<file path="config.mk">
export PLATFORM = sky130hd
export DESIGN_NAME = fsyn_word_enc
export DESIGN_NICKNAME = d
export VERILOG_FILES = /design/src/rtl/fsyn_word_enc.sv
export SDC_FILE = /design/constraint.sdc
export NUM_CORES = 1
export LEC_CHECK = 0
export ABC_CLOCK_PERIOD_IN_PS = 5100
export CELL_PAD_IN_SITES_DETAIL_PLACEMENT = 1
export CELL_PAD_IN_SITES_GLOBAL_PLACEMENT = 2
export CORE_ASPECT_RATIO = 0.75
export CORE_MARGIN = 2
export CORE_UTILIZATION = 35
export CTS_CLUSTER_DIAMETER = 100
export CTS_CLUSTER_SIZE = 40
export DETAILED_ROUTE_END_ITERATION = 16
export PLACE_DENSITY = 0.79
export SLEW_MARGIN = 10
export SYNTH_ARGS = -nofsm -noshare
export SYNTH_HDL_FRONTEND = slang
export SYNTH_SLANG_ARGS = --single-unit
</file>
<file path="constraint.sdc">
create_clock -name clk -period 5.1 [get_ports clk]
set_input_delay 0.765 -clock clk [delete_from_list [all_inputs] [get_ports clk]]
set_output_delay 0.765 -clock clk [all_outputs]
set_load 0.01 [all_outputs]
</file>
<file path="src/rtl/fsyn_word_enc.sv">
module fsyn_word_enc #(
  parameter int FW       = 16,
  parameter int DW       = 32,
  parameter int F_MAX    = 15938,
  parameter int F_MIN    = 1000,
  parameter int VCO_LO   = 8000,
  parameter int REF_DIV  = 46,
  parameter int REF_FREQ = 1432,
  parameter int SCALE    = 1000,
  parameter int N_ADJ    = 257
) (
  input  logic          clk,
  input  logic          rst,
  input  logic          start,
  input  logic [FW-1:0] freq,
  output logic [12:0]   word,
  output logic [3:0]    pdiv,
  output logic          done,
  output logic          err
);
  localparam int CW = $clog2(DW);
  localparam logic [CW-1:0] LAST = CW'(DW - 1);

  typedef enum logic [1:0] {S_IDLE, S_NORM, S_DIV1, S_DIV2} state_t;
  state_t state;

  logic [FW-1:0] val;
  logic [3:0]    pd;
  logic [DW-1:0] quo;
  logic [DW-2:0] rem;
  logic [CW-1:0] cnt;

  logic [DW-1:0] dvs, shifted, r_next, q_next;
  logic          ge;
  logic [1:0]    code;
  logic [8:0]    fld;

  assign dvs     = (state == S_DIV1) ? DW'(REF_FREQ) : DW'(SCALE);
  assign shifted = {rem, quo[DW-1]};
  assign ge      = shifted >= dvs;
  assign r_next  = ge ? shifted - dvs : shifted;
  assign q_next  = {quo[DW-2:0], ge};
  assign fld     = 9'(q_next - DW'(N_ADJ));

  always_comb begin
    case (pd)
      4'd1:    code = 2'b11;
      4'd2:    code = 2'b10;
      4'd4:    code = 2'b01;
      default: code = 2'b00;
    endcase
  end

  always_ff @(posedge clk) begin
    if (rst) begin
      state <= S_IDLE;
      val   <= '0;
      pd    <= '0;
      quo   <= '0;
      rem   <= '0;
      cnt   <= '0;
      word  <= '0;
      pdiv  <= '0;
      done  <= 1'b0;
      err   <= 1'b0;
    end else begin
      done <= 1'b0;
      case (state)
        S_IDLE: if (start) begin
          if (freq > FW'(F_MAX) || freq < FW'(F_MIN)) begin
            word <= '0;
            pdiv <= '0;
            err  <= 1'b1;
            done <= 1'b1;
          end else begin
            val   <= freq;
            pd    <= 4'd1;
            state <= S_NORM;
          end
        end
        S_NORM: begin
          if (val < FW'(VCO_LO)) begin
            val <= val << 1;
            pd  <= pd << 1;
          end else begin
            quo   <= DW'(val) * DW'(REF_DIV * SCALE);
            rem   <= '0;
            cnt   <= '0;
            state <= S_DIV1;
          end
        end
        S_DIV1: begin
          quo <= q_next;
          rem <= (DW-1)'(r_next);
          cnt <= cnt + 1'b1;
          if (cnt == LAST) begin
            quo   <= q_next + DW'(SCALE / 2);
            rem   <= '0;
            state <= S_DIV2;
          end
        end
        S_DIV2: begin
          quo <= q_next;
          rem <= (DW-1)'(r_next);
          cnt <= cnt + 1'b1;
          if (cnt == LAST) begin
            word  <= {2'b11, code, fld};
            pdiv  <= pd;
            err   <= 1'b0;
            done  <= 1'b1;
            state <= S_IDLE;
          end
        end
        default: state <= S_IDLE;
      endcase
    end
  end

  a_r7_done_pulse: assert property (@(posedge clk) disable iff (rst)
    done |=> !done);
  a_r1_err_clears: assert property (@(posedge clk) disable iff (rst)
    (done && err) |-> (word == 13'd0 && pdiv == 4'd0));
  a_r6_stop_bits: assert property (@(posedge clk) disable iff (rst)
    (done && !err) |-> (word[12:11] == 2'b11));
  a_r3_pdiv_onehot: assert property (@(posedge clk) disable iff (rst)
    (done && !err) |-> ($countones(pdiv) == 1 && pdiv[3:0] != 4'd0));
  a_r5_code_div1: assert property (@(posedge clk) disable iff (rst)
    (done && !err && pdiv == 4'd1) |-> (word[10:9] == 2'b11));
  a_r5_code_div8: assert property (@(posedge clk) disable iff (rst)
    (done && !err && pdiv == 4'd8) |-> (word[10:9] == 2'b00));
  a_r8_busy_no_restart: assert property (@(posedge clk) disable iff (rst)
    (state == S_DIV1 && start) |=> (state == S_DIV1 || state == S_DIV2));
endmodule

</file>
==> summary.md, run 1 <==
The tools report the final-layout fill cell count as 3,406. The first TritonRoute pass finished after 4 iterations. Final wirelength: 29.75 mm. Count of flip-flops with a built-in enable after synthesis: 0.

Total inserted antenna cells: 0. Library cell occupying the most area in the post-synthesis netlist: sky130_fd_sc_hd__dfxtp_1. After global routing, the most crowded layer is met1.

TritonCTS built the clock tree. Data on the critical path is required at its endpoint by 5.39 ns. The tools report the number of placement rows as 54.

Based on the critical path, the design can be clocked at up to 0.2025 GHz. The tools report the number of nets in the finished design as 1,491. Final number of hold-violating endpoints: 0.

The met3 global-route usage is 0.02566. The effective utilization at floorplan came out at 0.3545. Setup repair after global routing could not meet its margin everywhere. Final cell utilization of the core: 0.4198. Clock tree synthesis selected as its root buffer the cell sky130_fd_sc_hd__clkbuf_16.

For the pin with the worst max-slew slack, the measured transition is 0.8724 ns. Setup violations remaining at the end of the flow were counted as 0. Of all nets on the critical path, the largest fanout is 7. The number of buffers added by the clock tree synthesis step is 9, and the worst max-slew margin expressed relative to the limit is 0.4184. Final hold analysis gives a worst-case slack of 0.4578 ns.

The final count of pins violating max slew came out at 0. STA classifies the critical path startpoint as a flip-flop. The H-tree generated during clock tree synthesis spans 3 levels. After the flow finishes, the layout carries non-filler instances totaling 1,670. Counting every instance in the synthesized netlist gives 1,204.

For the via count of the first global-routing pass, the log shows 9,094. The tools report the number of routed nets with antenna violations as 0. For the largest net degree at the start of global routing, the log shows 41. The share of the yosys chip area belonging to registers was 0.2104. The worst setup path is captured at a flip-flop. The clock reaches the later pin of the worst-skew pair after 0.37 ns. The global-route usage over all layers was 0.1980; the number of sinks handled by clock tree synthesis was 108. The clock passes through at most 2 buffers. After global routing the overflow that remains totals 0. After floorplanning, the core was sized to cover 28,990 sq um.

The flow ran to the end, and the final reports show no timing, DRC or antenna violations. The number of antenna violations at the first check in global routing was 0. The first global-routing pass estimated 49.36 mm of wire.

The max-capacitance violation count was 0; the number of input and output port buffers inserted was 37. Averaged over all synthesized cells, the footprint is 8.535 sq um. The share of layout cells above drive strength 1 is 0.1362. The die is 152.4 um tall.

The logs give 0.2990 for the global-route track usage on met2 and 10,280 sq um for the area of the mapped netlist. The share of async-settable or async-resettable flops after synthesis was 0; the number of nets in the synthesized netlist was 1,422. By area the synthesized netlist is led by sky130_fd_sc_hd__dfxtp_1 (21%), sky130_fd_sc_hd__fa_1 (15%), sky130_fd_sc_hd__ha_1 (15%). The library cell used most frequently in the layout, excluding fill and tap cells, is sky130_fd_sc_hd__inv_1. The post-route fraction of the period consumed by the critical path works out to 0.9681. The HPWL after detailed placement is 22.83 mm. The I/O pin count is 38. From left edge to right edge, the die measures 201.9 um. The average wire per cell in the routed design came out at 17.82 um. Hold repair after CTS inserted 0 buffers. The number of distinct standard cells referenced by the synthesized netlist is 79, and the layout overhead on the synthesized area is 18.40%. The worst path needs 4.937 ns of the cycle, external delays included. Leaving out fill and tap cells, the most frequent cells in the layout are sky130_fd_sc_hd__inv_1 (151), sky130_fd_sc_hd__ha_1 (110), sky130_fd_sc_hd__dfxtp_1 (96).

The classification of the worst-slack hold path is reg2reg. By startpoint and endpoint, the worst setup path is classified as reg2reg. The met1 track demand over resource in global routing came out at 0.2995. For the DRC violation count after routing, the log shows 0.

The floorplan step defined a die boundary enclosing 30,760 sq um. Data arrives at the worst endpoint at 5.23 ns. The routed layout has 8,830 vias. For this run, the number of Yosys warnings is 0. The run gives 0.01180 ns as the setup skew after layout. Using the TritonRoute via totals, the vias-per-cell ratio works out to 5.287. The number of instances in the placed design was 1,648. The run gives 0.8280 as the final weighted congestion of routability-driven global placement. The run gives 0 ns as the post-route setup TNS. The most used flip-flop cell after synthesis is sky130_fd_sc_hd__dfxtp_1. Counting flops and latches in the post-synthesis netlist gives 108. The share of the synthesized area in the top cell type was 0.2104; the clock-pin slew reported for the worst setup and hold paths after clock tree synthesis was 0.09 ns. For this block, the initial DRC count from the detailed router was 391.
-- stage by stage --
stage	worst slack, ns	area, sq um
global placement	-0.1269	11460
detailed placement	-0.1555	11460
floorplan	0.09001	10280
global route	-0.04434	12170
CTS	0.01133	11790
finish	0.1629	12170
-- final timing paths --
kind,start,end,slack (ns),cells after the start
setup / recovery,val[3]$_SDFFE_PP0P_,quo[26]$_SDFFE_PP0P_,0.16,16
hold / removal,rem[30]$_SDFFE_PP0P_,rem[30]$_SDFFE_PP0P_,0.46,2
setup reg to reg,val[3]$_SDFFE_PP0P_,quo[26]$_SDFFE_PP0P_,0.16,16
hold reg to reg,rem[30]$_SDFFE_PP0P_,rem[30]$_SDFFE_PP0P_,0.46,2
-- metal layers --
metal / up-vias / share of wire
met3: 17 / 0.030
met2: 100 / 0.43
met1: 4401 / 0.53
met5: - / 0
li1: 4312 / -
met4: 0 / 0.014
-- cell usage after synthesis, drive strengths merged, types with 11 or more instances --
library cell,n
mux2i,22
nand2,96
xor2,25
nand3,31
nor3,28
dfxtp,108
o311ai,11
clkbuf,45
nor2,89
xnor2,29
a21oi,63
a211oi,34
fa,79
ha,120
o21ai,83
inv,156
-- cell type report --
cell class                      instances  area [sq um]  share of cell area
Multi-Input combinational cell        887          7646              0.6284
Tap cell                              392         490.5             0.04031
Clock buffer                            9         225.2             0.01851
Inverter                              157         589.3             0.04844
Sequential cell                       108          2190              0.1800
Timing Repair Buffer                  110         937.1             0.07703
Clock inverter                          7         88.84            0.007302
-- worst max-delay path, stage by stage (launching register included) --
cell and delay, ns:
sky130_fd_sc_hd__dfxtp_4 0.38, sky130_fd_sc_hd__buf_4 0.18, sky130_fd_sc_hd__ha_1 0.28, sky130_fd_sc_hd__inv_1 0.05, sky130_fd_sc_hd__fa_1 0.49, sky130_fd_sc_hd__inv_1 0.05
sky130_fd_sc_hd__fa_1 0.45, sky130_fd_sc_hd__fa_1 0.49, sky130_fd_sc_hd__fa_1 0.55, sky130_fd_sc_hd__ha_2 0.33, sky130_fd_sc_hd__and3_4 0.22, sky130_fd_sc_hd__o311ai_4 0.27
sky130_fd_sc_hd__a21oi_2 0.09, sky130_fd_sc_hd__a211oi_2 0.26, sky130_fd_sc_hd__o31ai_2 0.14, sky130_fd_sc_hd__or3b_1 0.41, sky130_fd_sc_hd__a211oi_2 0.21
-- repair_timing --
item	CTS	global route
setup endpoints to repair	3	15
gates resized for setup	6	66
buffers inserted	0	6
pin swaps	3	38
-- sequential cells by signal (all words and copies together), names as in the netlist --
signal / cells
quo: 32
rem: 31
val: 16
word: 12
cnt: 5
pd: 4
pdiv: 4
state: 2
done: 1
err: 1
-- cell families (layout without fill, tap and decap cells) --
logic type / Yosys count / in the layout / synth area share
muxes: 22 / 22 / 0.02143
xor gates and xnor gates: 54 / 54 / 0.04602
and+or+nand+nor: 333 / 333 / 0.1651
DFF: 108 / 108 / 0.2104
buffers and inverters: 209 / 283 / 0.07780
adders and majority gates: 199 / 199 / 0.3000
AOI/OAI and AO/OA: 279 / 279 / 0.1792
Power of run 1 is left out: the tool's default activity adds up to more than one toggle a clock period on the data nets, which glitch-free logic cannot reach.
==> run 2: changes to the inputs <==
--- a/config.mk
+++ b/config.mk
@@ -12,7 +12,6 @@
 export CORE_MARGIN = 2
 export CORE_UTILIZATION = 35
 export CTS_CLUSTER_DIAMETER = 100
-export CTS_CLUSTER_SIZE = 40
 export DETAILED_ROUTE_END_ITERATION = 16
 export PLACE_DENSITY = 0.79
 export SLEW_MARGIN = 10
==> results of run 2 <==
No change in the layout: final DEF, timing and power equal those of run 1.
Power of run 2 is left out for the same reason.
==> run 3: changes to the inputs <==
--- a/config.mk
+++ b/config.mk
@@ -10,10 +10,10 @@
 export CELL_PAD_IN_SITES_GLOBAL_PLACEMENT = 2
 export CORE_ASPECT_RATIO = 0.75
 export CORE_MARGIN = 2
-export CORE_UTILIZATION = 35
+export CORE_UTILIZATION = 28
 export CTS_CLUSTER_DIAMETER = 100
 export DETAILED_ROUTE_END_ITERATION = 16
-export PLACE_DENSITY = 0.79
+export PLACE_DENSITY = 0.66
 export SLEW_MARGIN = 10
 export SYNTH_ARGS = -nofsm -noshare
 export SYNTH_HDL_FRONTEND = slang
==> summary.md, run 3 (same netlist as run 1, synthesis figures left out) <==
The flow ran to the end, and the final reports show no timing, DRC or antenna violations. Highest attainable clock frequency: 0.2027 GHz (about the same). The run gives 3 (unchanged) as the H-tree depth reported by CTS.

The run gives 5.19 ns (-0.04 ns) as the endpoint arrival time on the critical path. The horizontal extent of the die was 225.2 um (+12%). Leaving out fill and tap cells, the most frequent cells in the layout are sky130_fd_sc_hd__inv_1 (152), sky130_fd_sc_hd__ha_1 (110), sky130_fd_sc_hd__nand2_1 (95), sky130_fd_sc_hd__dfxtp_1 (95), sky130_fd_sc_hd__nor2_1 (86). The layout overhead on the synthesized area works out to 19.26%. The tree is rooted in a sky130_fd_sc_hd__clkbuf_16. The tools report the number of antenna violations at the first check in global routing as 0 (unchanged). The average wire per cell in the routed design was 17.59 um (-1.3%).

The number of vias in the routed layout is 8,756 (-0.84%). The data required time of the worst path is 5.36 ns (-0.03 ns), and the setup skew after layout is 0.01349 ns (+0.001691 ns). The global-route wire length before repair is 51.63 mm (+4.6%).

The via count of the first global-routing pass is 9,234 (+1.5%), and the overall die area is 38,260 sq um (+24%). For the placed wire-length estimate after detailed placement, the log shows 23.66 mm (+3.6%). Among the stages of the critical path, the cell type that occurs most often is sky130_fd_sc_hd__fa_1. The maximum count of clock buffers along a single path was 2 (unchanged).

Final wirelength: 30.69 mm (+3.2%). The final cell utilization of the core was 0.3401 (-0.07965). The chip height is 169.9 um (+11%).

The via count normalized by instance count came out at 5.018 (-5.1%). Traced cell by cell, the critical path runs through buf_4 -> fa_2 -> ha_1 -> inv_1 -> fa_1 -> inv_2 -> fa_1 -> inv_1 -> fa_1 -> inv_2 -> ha_4 -> a21o_1 -> nor3_2 -> a21oi_2 -> a2111oi_4 -> buf_4 -> o311ai_4 -> xnor2_1 -> a2111oi_2 -> nor3_1. The final number of hold-violating endpoints is 0 (unchanged), and the critical path's largest stage delay is 0.53 ns (-0.02 ns).

The max-capacitance violation count was 0 (unchanged). Number of sinks handled by clock tree synthesis: 108 (unchanged). After global routing, the most crowded layer is met1. The worst setup path is launched from a flip-flop. Classification of the worst-slack hold path: reg2reg. The effective utilization at floorplan is 0.2852 (-0.06935). The clock-pin slew reported for the worst setup and hold paths after clock tree synthesis was 0.09 ns (about the same); the I/O pin count was 38 (unchanged).

The tools report the worst max-slew margin expressed relative to the limit as 0.3226 (-0.09581). The post-route fraction of the period consumed by the critical path is 0.9671 (about the same). The register with the most flip-flops is quo. The final number of setup-violating endpoints came out at 0 (unchanged). The tools report the global-route usage over all layers as 0.1692 (-0.02885).

Setup repair after global routing could not meet its margin everywhere. The worst-path maximum fanout works out to 4 (-3). TritonCTS built the clock tree. The quantity of hold-fixing buffers added after cts came out at 0 (unchanged). The run gives 0 (unchanged) as the final count of pins violating max slew.

The slowest stage of the critical path is the sky130_fd_sc_hd__fa_1 cell. The global-route track usage on met2 came out at 0.2500 (-0.04897). The run gives 0 (unchanged) as the remaining global-route overflow. For the total inserted antenna cells, the log shows 0 (unchanged).

Critical setup path kind: reg2reg. Number of nets in the finished design: 1,493 (+0.13%). The tools report the clock latency on the worst-skew pair as 0.38 ns (about the same). The number of placement rows is 60 (+11%). The core outline area is 36,030 sq um (+24%).

The clock period minus worst slack was 4.932 ns (-0.004862 ns). Number of buffers added by the clock tree synthesis step: 9 (unchanged). The most common library cell in the layout ignoring fill and taps is sky130_fd_sc_hd__inv_1.

Detailed router's first-iteration violation count: 366 (-6.4%). The largest registers in the layout are quo: 32 flops, rem: 31 flops, val: 16 flops. The tools report the type of destination of the critical path as a flip-flop. The share of layout cells above drive strength 1 came out at 0.1344 (-0.001775).

The pin slew with the least headroom to its limit is 1.016 ns (+0.1437 ns). The DRC violation count after routing is 0 (unchanged), and the count of TritonRoute iterations in the first routing pass is 5 (+1). The number of routed nets with antenna violations was 0 (unchanged); the met1 track demand over resource in global routing was 0.2635 (-0.03602). The number of input and output port buffers inserted was 37 (unchanged); the final weighted congestion of routability-driven global placement was 0.8013 (-3.2%). The met3 global-route usage was 0.01882 (-0.006844); the largest net degree at the start of global routing was 52 (+27%). The number of flip-flops in the largest register is 32 (unchanged).
[run 3: path summary, 6_finish.rpt]
path / start / endpoint / slack [ns] / cells after the start
worst min-delay path: rem[30]$_SDFFE_PP0P_ / rem[30]$_SDFFE_PP0P_ / 0.45 / 2
worst max register to register: val[5]$_SDFFE_PP0P_ / quo[31]$_SDFFE_PP0P_ / 0.17 / 20
worst max-delay path: val[5]$_SDFFE_PP0P_ / quo[31]$_SDFFE_PP0P_ / 0.17 / 20
worst min register to register: rem[30]$_SDFFE_PP0P_ / rem[30]$_SDFFE_PP0P_ / 0.45 / 2
[run 3: worst max-delay path: cells and delay by family (launching register included)]
family	cells	cell delay, ns
fa+ha+maj	6	2.37
compound gates	5	1.17
buf+inv	6	0.51
flops	1	0.36
simple gates	2	0.25
xor+xnor	1	0.17
[run 3: repair_timing]
action                                 in CTS  in global routing
pin swaps                                   3                 37
endpoints found under the hold margin       0                  0
gates resized for setup                     7                 66
setup endpoints to repair                   4                 15
setup buffers                               0                  5
[run 3: final cells by class]
class                   count  area, sq um
multi-input cells         887         7642
clock inverters             7        78.83
flip-flops and latches    108         2193
fillers                  4237        23780
clock buffers               9        225.2
well taps                 465        581.8
inverters                 157        589.3
repair buffers            112        944.7
[run 3: stage by stage]
step | area (sq um) | hold WS, ns | setup TNS [ns] | std cells | setup slack (ns)
2_1_floorplan | 10280 | 0.4223 | 0 | 1204 | 0.09001
4_1_cts | 11910 | 0.4560 | 0 | 1740 | 0.004265
3_3_place_gp | 11580 | 0.4377 | 0 | 1724 | 0.03276
3_5_place_dp | 11580 | 0.4353 | -0.2502 | 1724 | -0.2217
5_1_grt | 12260 | 0.4755 | -0.05021 | 1745 | -0.01733
6_report | 12260 | 0.4529 | 0 | 1745 | 0.1678
[run 3: routing by layer]
layer,part of all wire,up-vias
met1,0.56,4362
met2,0.41,64
met3,0.017,9
met4,0.0065,0
li1,-,4321
met5,0,-
Power of run 3 is left out for the same reason.
